**src/rtl/ata_tf_pkg.sv**
```systemverilog
package ata_tf_pkg;

  localparam int TF_DW = 8;

  localparam int ST_BSY = 7;
  localparam int ST_RDY = 6;
  localparam int ST_SRV = 4;
  localparam int ST_DRQ = 3;
  localparam int ST_ERR = 0;

  localparam logic [7:0] OP_DEV_RESET = 8'h08;
  localparam logic [7:0] OP_PACKET    = 8'hA0;
  localparam logic [7:0] OP_SET_FEAT  = 8'hEF;
  localparam logic [7:0] FEAT_XMODE   = 8'h03;

  localparam logic [7:0] SIG_ERR  = 8'h01;
  localparam logic [7:0] SIG_CNT  = 8'h01;
  localparam logic [7:0] SIG_LBA0 = 8'h81;
  localparam logic [7:0] SIG_LBA1 = 8'h14;
  localparam logic [7:0] SIG_LBA2 = 8'hEB;
  localparam logic [7:0] SIG_DEV  = 8'h00;
  localparam logic [7:0] ST_FORCED_ERR = 8'h51;

  typedef enum logic [2:0] {
    A_ERR_FEAT = 3'd0,
    A_COUNT    = 3'd1,
    A_LBA_LO   = 3'd2,
    A_LBA_MID  = 3'd3,
    A_LBA_HI   = 3'd4,
    A_DEVICE   = 3'd5,
    A_STAT_CMD = 3'd6,
    A_ALT_CTL  = 3'd7
  } tf_addr_e;

  typedef enum logic [2:0] {
    CK_NONE, CK_RESET, CK_PACKET, CK_SETF, CK_OTHER
  } cmd_kind_e;

  typedef struct packed {
    logic [TF_DW-1:0] err;
    logic [TF_DW-1:0] cnt;
    logic [TF_DW-1:0] lba0;
    logic [TF_DW-1:0] lba1;
    logic [TF_DW-1:0] lba2;
    logic [TF_DW-1:0] dev;
  } tf_file_t;

  function automatic tf_file_t f_signature();
    tf_file_t s;
    s.err  = SIG_ERR;
    s.cnt  = SIG_CNT;
    s.lba0 = SIG_LBA0;
    s.lba1 = SIG_LBA1;
    s.lba2 = SIG_LBA2;
    s.dev  = SIG_DEV;
    return s;
  endfunction

  function automatic logic [7:0] f_status_after_cmd(logic [7:0] st, logic set_drq);
    logic [7:0] r;
    r = st;
    r[ST_RDY] = 1'b1;
    r[ST_SRV] = 1'b1;
    r[ST_ERR] = 1'b0;
    if (set_drq) r[ST_DRQ] = 1'b1;
    return r;
  endfunction

  function automatic cmd_kind_e f_classify(logic [7:0] op);
    case (op)
      OP_DEV_RESET: return CK_RESET;
      OP_PACKET:    return CK_PACKET;
      OP_SET_FEAT:  return CK_SETF;
      default:      return CK_OTHER;
    endcase
  endfunction

  function automatic logic [4:0] f_mode_family(logic [7:0] cnt);
    return cnt[7:3];
  endfunction

  function automatic logic [2:0] f_mode_num(logic [7:0] cnt);
    return cnt[2:0];
  endfunction

endpackage

```
**src/rtl/ata_tf_irq.sv**
```systemverilog
module ata_tf_irq (
  input  logic clk,
  input  logic rst_n,
  input  logic raise_ev,
  input  logic clear_ev,
  input  logic irq_dis,
  output logic pending_o,
  output logic irq_o
);

  logic pending_q;

  // raise wins over a same-cycle clear
  always_ff @(posedge clk) begin
    if (!rst_n)        pending_q <= 1'b0;
    else if (raise_ev) pending_q <= 1'b1;
    else if (clear_ev) pending_q <= 1'b0;
  end

  assign pending_o = pending_q;
  assign irq_o     = pending_q & ~irq_dis;

  // the flag only rises on a raise event
  p_rise_only_on_raise_r4: assert property (@(posedge clk) disable iff (!rst_n)
    (!pending_q && !raise_ev) |=> !pending_q);

  // the flag is kept while no clear event happens, whatever the mask
  p_kept_without_clear_r3: assert property (@(posedge clk) disable iff (!rst_n)
    (pending_q && !clear_ev) |=> pending_q);

endmodule

```
**src/rtl/ata_tf_cmd.sv**
```systemverilog
module ata_tf_cmd
  import ata_tf_pkg::*;
(
  input  logic             clk,
  input  logic             rst_n,
  input  logic             cmd_wr,
  input  logic [TF_DW-1:0] cmd_op,
  input  logic [TF_DW-1:0] feature,
  input  logic [TF_DW-1:0] count,
  output cmd_kind_e        cmd_kind,
  output logic             setf_raise,
  output logic             mode_valid_o,
  output logic [4:0]       mode_family_o,
  output logic [2:0]       mode_num_o
);

  logic       xmode_sel;
  logic       mode_valid_q;
  logic [4:0] family_q;
  logic [2:0] num_q;

  always_comb begin
    cmd_kind = cmd_wr ? f_classify(cmd_op) : CK_NONE;
  end

  assign setf_raise = (cmd_kind == CK_SETF);
  assign xmode_sel  = setf_raise && (feature == FEAT_XMODE);

  always_ff @(posedge clk) begin
    if (!rst_n) begin
      mode_valid_q <= 1'b0;
      family_q     <= '0;
      num_q        <= '0;
    end else if (xmode_sel) begin
      mode_valid_q <= 1'b1;
      family_q     <= f_mode_family(count);
      num_q        <= f_mode_num(count);
    end
  end

  assign mode_valid_o  = mode_valid_q;
  assign mode_family_o = family_q;
  assign mode_num_o    = num_q;

  // a set-transfer-mode command publishes the count fields
  p_mode_capture_r7: assert property (@(posedge clk) disable iff (!rst_n)
    xmode_sel |=> (mode_valid_o && mode_family_o == $past(count[7:3])
                   && mode_num_o == $past(count[2:0])));

endmodule

```
**src/rtl/ata_tf_regs.sv**
```systemverilog
module ata_tf_regs
  import ata_tf_pkg::*;
(
  input  logic             clk,
  input  logic             rst_n,
  input  logic             wr_en,
  input  tf_addr_e         addr,
  input  logic [TF_DW-1:0] wdata,
  input  logic             cmd_wr,
  input  cmd_kind_e        cmd_kind,
  input  logic             err_set,
  input  logic [TF_DW-1:0] err_code,
  input  logic             xfer_done,
  output tf_file_t         tf_o,
  output logic [TF_DW-1:0] status_o,
  output logic [TF_DW-1:0] feature_o,
  output logic             irq_dis_o
);

  tf_file_t         tf_q;
  logic [TF_DW-1:0] status_q;
  logic [TF_DW-1:0] feature_q;
  logic [TF_DW-1:0] control_q;

  always_ff @(posedge clk) begin
    if (!rst_n) begin
      tf_q      <= f_signature();
      status_q  <= '0;
      feature_q <= '0;
      control_q <= '0;
    end else begin
      if (wr_en) begin
        case (addr)
          A_ERR_FEAT: feature_q <= wdata;
          A_COUNT:    tf_q.cnt  <= wdata;
          A_LBA_LO:   tf_q.lba0 <= wdata;
          A_LBA_MID:  tf_q.lba1 <= wdata;
          A_LBA_HI:   tf_q.lba2 <= wdata;
          A_DEVICE:   tf_q.dev  <= wdata;
          A_ALT_CTL:  control_q <= wdata;
          default: ;
        endcase
      end
      if (err_set) begin
        status_q <= ST_FORCED_ERR;
        tf_q.err <= err_code;
      end
      if (xfer_done) status_q[ST_DRQ] <= 1'b0;
      if (cmd_wr) begin
        case (cmd_kind)
          CK_RESET: begin
            tf_q     <= f_signature();
            status_q <= f_status_after_cmd(8'h00, 1'b0);
          end
          CK_PACKET: begin
            tf_q.cnt <= 8'h01;
            status_q <= f_status_after_cmd(status_q, 1'b1);
          end
          default: status_q <= f_status_after_cmd(status_q, 1'b0);
        endcase
      end
    end
  end

  assign tf_o      = tf_q;
  assign status_o  = status_q;
  assign feature_o = feature_q;
  assign irq_dis_o = control_q[1];

  // a command write always ends with READY and SERVICE set, ERROR clear
  p_cmd_status_r8: assert property (@(posedge clk) disable iff (!rst_n)
    cmd_wr |=> (status_q[ST_RDY] && status_q[ST_SRV] && !status_q[ST_ERR]));

  // an error pulse alone forces the fixed error status
  p_err_forced_r9: assert property (@(posedge clk) disable iff (!rst_n)
    (err_set && !cmd_wr) |=> (status_q == ST_FORCED_ERR && tf_q.err == $past(err_code)));

  // device reset restores the address signature
  p_reset_sig_r10: assert property (@(posedge clk) disable iff (!rst_n)
    (cmd_wr && cmd_kind == CK_RESET) |=> (tf_q.lba0 == SIG_LBA0 && tf_q.lba1 == SIG_LBA1
                                           && tf_q.lba2 == SIG_LBA2 && !status_q[ST_DRQ]));

endmodule

```
**src/rtl/ata_taskfile_ctrl.sv**
```systemverilog
module ata_taskfile_ctrl
  import ata_tf_pkg::*;
#(
  parameter int PKT_BYTES = 12,
  localparam int LEN_W = $clog2(PKT_BYTES + 1)
) (
  input  logic             clk,
  input  logic             rst_n,
  input  logic             bus_wr_i,
  input  logic             bus_rd_i,
  input  logic [2:0]       bus_addr_i,
  input  logic [TF_DW-1:0] bus_wdata_i,
  output logic [TF_DW-1:0] bus_rdata_o,
  input  logic             dev_busy_i,
  input  logic             err_set_i,
  input  logic [TF_DW-1:0] err_code_i,
  input  logic             irq_raise_i,
  input  logic             xfer_done_i,
  output logic             xfer_arm_o,
  output logic [LEN_W-1:0] xfer_len_o,
  output logic             pkt_go_o,
  output logic             mode_valid_o,
  output logic [4:0]       mode_family_o,
  output logic [2:0]       mode_num_o,
  output logic             irq_o
);

  localparam logic [LEN_W-1:0] PKT_LEN = LEN_W'(PKT_BYTES);

  tf_addr_e         addr;
  logic             cmd_wr_ev;
  logic             stat_rd_ev;
  logic             stat_ack_ev;
  logic             irq_raise_ev;
  logic             irq_clear_ev;
  logic             setf_raise;
  logic             irq_pending;
  logic             irq_dis;
  cmd_kind_e        cmd_kind;
  tf_file_t         tf;
  logic [TF_DW-1:0] status;
  logic [TF_DW-1:0] status_rd;
  logic [TF_DW-1:0] feature;
  logic             arm_q;
  logic             go_q;

  assign addr         = tf_addr_e'(bus_addr_i);
  assign cmd_wr_ev    = bus_wr_i && (addr == A_STAT_CMD);
  assign stat_rd_ev   = bus_rd_i && (addr == A_STAT_CMD);
  assign status_rd    = {status[ST_BSY] | dev_busy_i, status[ST_BSY-1:0]};
  assign stat_ack_ev  = stat_rd_ev && !status_rd[ST_BSY];
  assign irq_raise_ev = irq_raise_i || setf_raise;
  assign irq_clear_ev = stat_ack_ev || cmd_wr_ev;

  ata_tf_cmd i_cmd (
    .clk          (clk),
    .rst_n        (rst_n),
    .cmd_wr       (cmd_wr_ev),
    .cmd_op       (bus_wdata_i),
    .feature      (feature),
    .count        (tf.cnt),
    .cmd_kind     (cmd_kind),
    .setf_raise   (setf_raise),
    .mode_valid_o (mode_valid_o),
    .mode_family_o(mode_family_o),
    .mode_num_o   (mode_num_o)
  );

  ata_tf_regs i_regs (
    .clk      (clk),
    .rst_n    (rst_n),
    .wr_en    (bus_wr_i),
    .addr     (addr),
    .wdata    (bus_wdata_i),
    .cmd_wr   (cmd_wr_ev),
    .cmd_kind (cmd_kind),
    .err_set  (err_set_i),
    .err_code (err_code_i),
    .xfer_done(xfer_done_i),
    .tf_o     (tf),
    .status_o (status),
    .feature_o(feature),
    .irq_dis_o(irq_dis)
  );

  ata_tf_irq i_irq (
    .clk      (clk),
    .rst_n    (rst_n),
    .raise_ev (irq_raise_ev),
    .clear_ev (irq_clear_ev),
    .irq_dis  (irq_dis),
    .pending_o(irq_pending),
    .irq_o    (irq_o)
  );

  always_comb begin
    case (addr)
      A_ERR_FEAT: bus_rdata_o = tf.err;
      A_COUNT:    bus_rdata_o = tf.cnt;
      A_LBA_LO:   bus_rdata_o = tf.lba0;
      A_LBA_MID:  bus_rdata_o = tf.lba1;
      A_LBA_HI:   bus_rdata_o = tf.lba2;
      A_DEVICE:   bus_rdata_o = tf.dev;
      default:    bus_rdata_o = status_rd;
    endcase
  end

  always_ff @(posedge clk) begin
    if (!rst_n) begin
      arm_q <= 1'b0;
      go_q  <= 1'b0;
    end else begin
      arm_q <= (cmd_kind == CK_PACKET);
      go_q  <= xfer_done_i;
    end
  end

  assign xfer_arm_o = arm_q;
  assign xfer_len_o = PKT_LEN;
  assign pkt_go_o   = go_q;

  // a status read while busy leaves the interrupt pending
  p_busy_no_ack_r2: assert property (@(posedge clk) disable iff (!rst_n)
    (irq_pending && stat_rd_ev && dev_busy_i && !cmd_wr_ev) |=> irq_pending);

  // a status read while not busy acknowledges
  p_idle_ack_r2: assert property (@(posedge clk) disable iff (!rst_n)
    (stat_rd_ev && !dev_busy_i && !status[ST_BSY] && !irq_raise_i) |=> !irq_pending);

  // a command write that raises nothing leaves no interrupt pending
  p_cmd_clears_r5: assert property (@(posedge clk) disable iff (!rst_n)
    (cmd_wr_ev && bus_wdata_i != OP_SET_FEAT && !irq_raise_i) |=> !irq_pending);

  // packet command arms the engine next cycle with count 1 and DRQ
  p_packet_arm_r6: assert property (@(posedge clk) disable iff (!rst_n)
    (cmd_wr_ev && bus_wdata_i == OP_PACKET) |=> (xfer_arm_o && tf.cnt == 8'h01 && status[ST_DRQ]));

  // transfer done clears DRQ and hands off to the packet decoder
  p_done_handoff_r12: assert property (@(posedge clk) disable iff (!rst_n)
    (xfer_done_i && !cmd_wr_ev) |=> (pkt_go_o && !status[ST_DRQ]));

endmodule

```
**config.mk**
```make
export PLATFORM = sky130hd
export DESIGN_NAME = ata_taskfile_ctrl
export DESIGN_NICKNAME = d
export VERILOG_FILES = /design/src/rtl/ata_tf_pkg.sv /design/src/rtl/ata_tf_irq.sv /design/src/rtl/ata_tf_cmd.sv /design/src/rtl/ata_tf_regs.sv /design/src/rtl/ata_taskfile_ctrl.sv
export SDC_FILE = /design/constraint.sdc
export NUM_CORES = 1
export LEC_CHECK = 0
export BUFFER_PORTS_ARGS = -buffer_cell sky130_fd_sc_hd__clkbuf_2
export CORE_MARGIN = 3
export CORE_UTILIZATION = 56
export DETAILED_ROUTE_END_ITERATION = 16
export HOLD_SLACK_MARGIN = 0.08
export PLACE_DENSITY = 0.86
export SKIP_CTS_REPAIR_TIMING = 1
export SLEW_MARGIN = 30
export SYNTH_ARGS = -nofsm -noshare
export SYNTH_HDL_FRONTEND = slang
export SYNTH_SLANG_ARGS = --single-unit
```
**constraint.sdc**
```tcl
create_clock -name clk -period 1.65 [get_ports clk]
set_clock_uncertainty 0.1 [all_clocks]
set_input_delay 0.0825 -clock clk [delete_from_list [all_inputs] [get_ports clk]]
set_output_delay 0.0825 -clock clk [all_outputs]
set_load 0.01 [all_outputs]
```
==> out/metrics.yaml <==
status: "finished with violations"
violations: "setup timing"
yosys_warnings: 0
setup_ws_ps: -79.9
seqPwrFrac_pct: 44.5
syn-cell-area_um2: 3350
combPwrFrac_pct: 11.5
maxCapViolCount: 0
n_antenna_cell: 0
min_path_type: "in2reg"
drt_iter0_markers: 336
rsz0062_at_grt: "yes"
via_count: 3206
core_um2: 5640
hpwl_um: 6330
ys_seq_elements: 72
place_area_um2: 3740
leakagePower_nw: 1.76
p_per_area_nw_per_um2: 968
relSlewSlack_pct: 64.8
routed_wl_um: 9510
insertion_delay_ps: 360
grt_use_total_pct: 26.4
cts-root-buf: "clkbuf_8"
fp.dieW_um: 83.3
synth_flop_cell: "dfxtp_1"
critPathMaxStageDelay_ps: 450
io_buffer_count: 46
cp-end-kind: "output pin"
crit_family: "multiplexers"
hold_ws_ps: 54.4
final_util_pct: 74.7
grt_first_pass_wirelength_um: 14400
critPathBufInv: 1
crit_fanout: 3
ioPinCount: 51
cpMaxStageDelayCell: "mux4_2"
via_per_inst: 5.79
htreeDepth: 3
multi_input_area_um2: 1720
p_sw_mw: 0.954
power_mw: 4.08
antenna_found_initial: 0
setup_viol: 2
finalWeightedCongestion: 0.865
tritoncts: "done"
yosysSeqAreaShare_pct: 43.0
layout_min_cycle_time_ps: 1730
max-clock-path-buffers: 2
intPower_mw: 3.13
grt.overflow.total: 0
finalHoldViolCount: 0
postSynthCellCount: 404
cts_made_buffers: 9
clk_pin_slew_ps: 80
worstSetupStartpointType: "flip-flop"
fin_area_um2: 4220
layout-drive-gt1-share_pct: 24.3
grt_pass1_vias: 2884
die-area_um2: 6940
slew_viol_final: 0
nets: 504
cts.sinks: 72
seq_area_um2: 1450
yosysUniqueCellTypes: 47
fill_cells: 365
drtAntennaViolNets: 0
peakVddDrop_v: 0.000551
crit_required_ps: 1470
path_cells: "mux4_2, mux2_4, buf_6"
timing.final.crit_share_pct: 105
area_delta_synth_final_pct: 25.9
worst_slew_pin_slew_ps: 525
switching_share_pct: 23.4
p_clk_share_pct: 43.9
synth_edf_count: 0
synthArstFlopShare_pct: 0
syn_area_per_cell_um2: 8.29
drtPass1Iterations: 7
cp.arrival_ps: 1550
wire_per_inst_um: 17.2
rows: 27
fmax_mhz: 578
die_h_um: 83.3
drc_errors: 0
worstSetupPathType: "reg2out"
grt_max_degree: 30
start_util_pct: 59.3
flip-flops by register name, summed over array words and instances (netlist names):
register	flops
i_regs.tf_o	48
i_regs.feature_o	8
i_cmd.mode_family_o	5
i_cmd.mode_num_o	3
i_regs.status_o	3
i_cmd.mode_valid_o	1
i_irq.pending_o	1
i_regs.control_q	1
pkt_go_o	1
xfer_arm_o	1
cells in the final DEF (no fill, tap or decap), types with 4 or more instances in the layout:
| cell | synthesis | routed |
|---|---|---|
| a21boi_0 | 7 | 7 |
| a21oi_1 | 31 | 31 |
| buf_4 | 7 | 28 |
| clkbuf_2 | 1 | 44 |
| clkbuf_8 | 0 | 12 |
| conb_1 | 2 | 4 |
| dfxtp_1 | 72 | 67 |
| dfxtp_2 | 0 | 5 |
| dlygate4sd3_1 | 0 | 18 |
| mux2i_1 | 24 | 24 |
| nand2_1 | 133 | 133 |
| nand3_1 | 16 | 16 |
| nor2_1 | 14 | 14 |
| nor2b_1 | 9 | 9 |
| o21ai_0 | 5 | 5 |
| o22ai_1 | 4 | 4 |
Yosys cell counts (all sizes together) (3+ instances only):
| library cell | number | area, µm² |
|---|---|---|
| nor3 | 4 | 30.0 |
| mux4 | 3 | 67.6 |
| o211ai | 3 | 22.5 |
| buf | 28 | 181 |
| a21boi | 8 | 60.1 |
| and2 | 4 | 25.0 |
| nand2 | 133 | 499 |
| a22oi | 4 | 30.0 |
| dfxtp | 72 | 1440 |
| o21ai | 6 | 41.3 |
| mux2 | 4 | 45.0 |
| nor4b | 3 | 32.5 |
| nand2b | 3 | 18.8 |
| mux2i | 24 | 240 |
| o22ai | 4 | 25.0 |
| clkbuf | 7 | 27.5 |
| nand3 | 16 | 80.1 |
| a21oi | 31 | 155 |
| nor2 | 14 | 52.6 |
| nor2b | 9 | 56.3 |
power by group through the flow:
stage	sequential, mW	clock (mW)	combinational, mW
2_1_floorplan	1.84	0	0.280
3_3_place_gp	1.85	0	0.401
3_5_place_dp	1.86	0	0.410
4_1_cts	1.82	1.81	0.414
5_1_grt	1.82	1.88	0.507
6_report	1.82	1.79	0.470
layer usage:
layer / wire (µm) / global-route usage, %
met2: 4430 / 41.3
met4: 295 / 11.4
met3: 874 / 5.65
met5: 0 / 0
met1: 3910 / 35.1
cells by family (layout without fill, tap and decap cells):
logic type / after synthesis / after routing / share of synthesized area [%]
AND/OR/NAND/NOR: 195 / 195 / 26.9
flip-flops: 72 / 72 / 43.0
buffers and inverters: 37 / 113 / 6.46
multiplexers: 31 / 31 / 10.5
other: 2 / 4 / 0.224
AO/OA/AOI/OAI: 67 / 67 / 12.9
worst register-to-register path, delay by kind of cell (launching register included):
kind          cells  cell delay, ps
simple gates      2             650
flops             1             310
mux               1             230
buf+inv           1             150
final timing paths:
path                                                    endpoint                        startpoint  slack [ps]  cells past startpoint
worst max register to register  i_cmd.mode_num_o[1]$_SDFFE_PN0P_  i_regs.feature_o[4]$_SDFFE_PN0P_         130                      4
worst min-delay path                       xfer_arm_o$_SDFF_PN0_                    bus_wdata_i[3]          50                      3
worst max-delay path                              bus_rdata_o[3]        i_regs.tf_o[35]$_SDFF_PN0_         -80                      3
worst min register to register         i_regs.tf_o[2]$_SDFF_PN0_         i_regs.tf_o[2]$_SDFF_PN0_         360                      2
per-stage QoR:
step / setup TNS (ps) / setup slack [ps] / std cells
4_1_cts: -103 / -103 / 536
3_3_place_gp: 0 / 101 / 520
3_5_place_dp: 0 / 25.6 / 520
6_report: -91.5 / -79.9 / 554
5_1_grt: -182 / -103 / 554
2_1_floorplan: 0 / 373 / 406
cell type report:
type,count,area share (%)
tap,72,2.14
sequential,72,34.3
timing repair buffer,95,16.3
inverter,2,0.178
clock inverter,4,2.34
multi-input combinational,297,40.8
clock buffer,12,3.92
(Power assumes the default switching activity.)
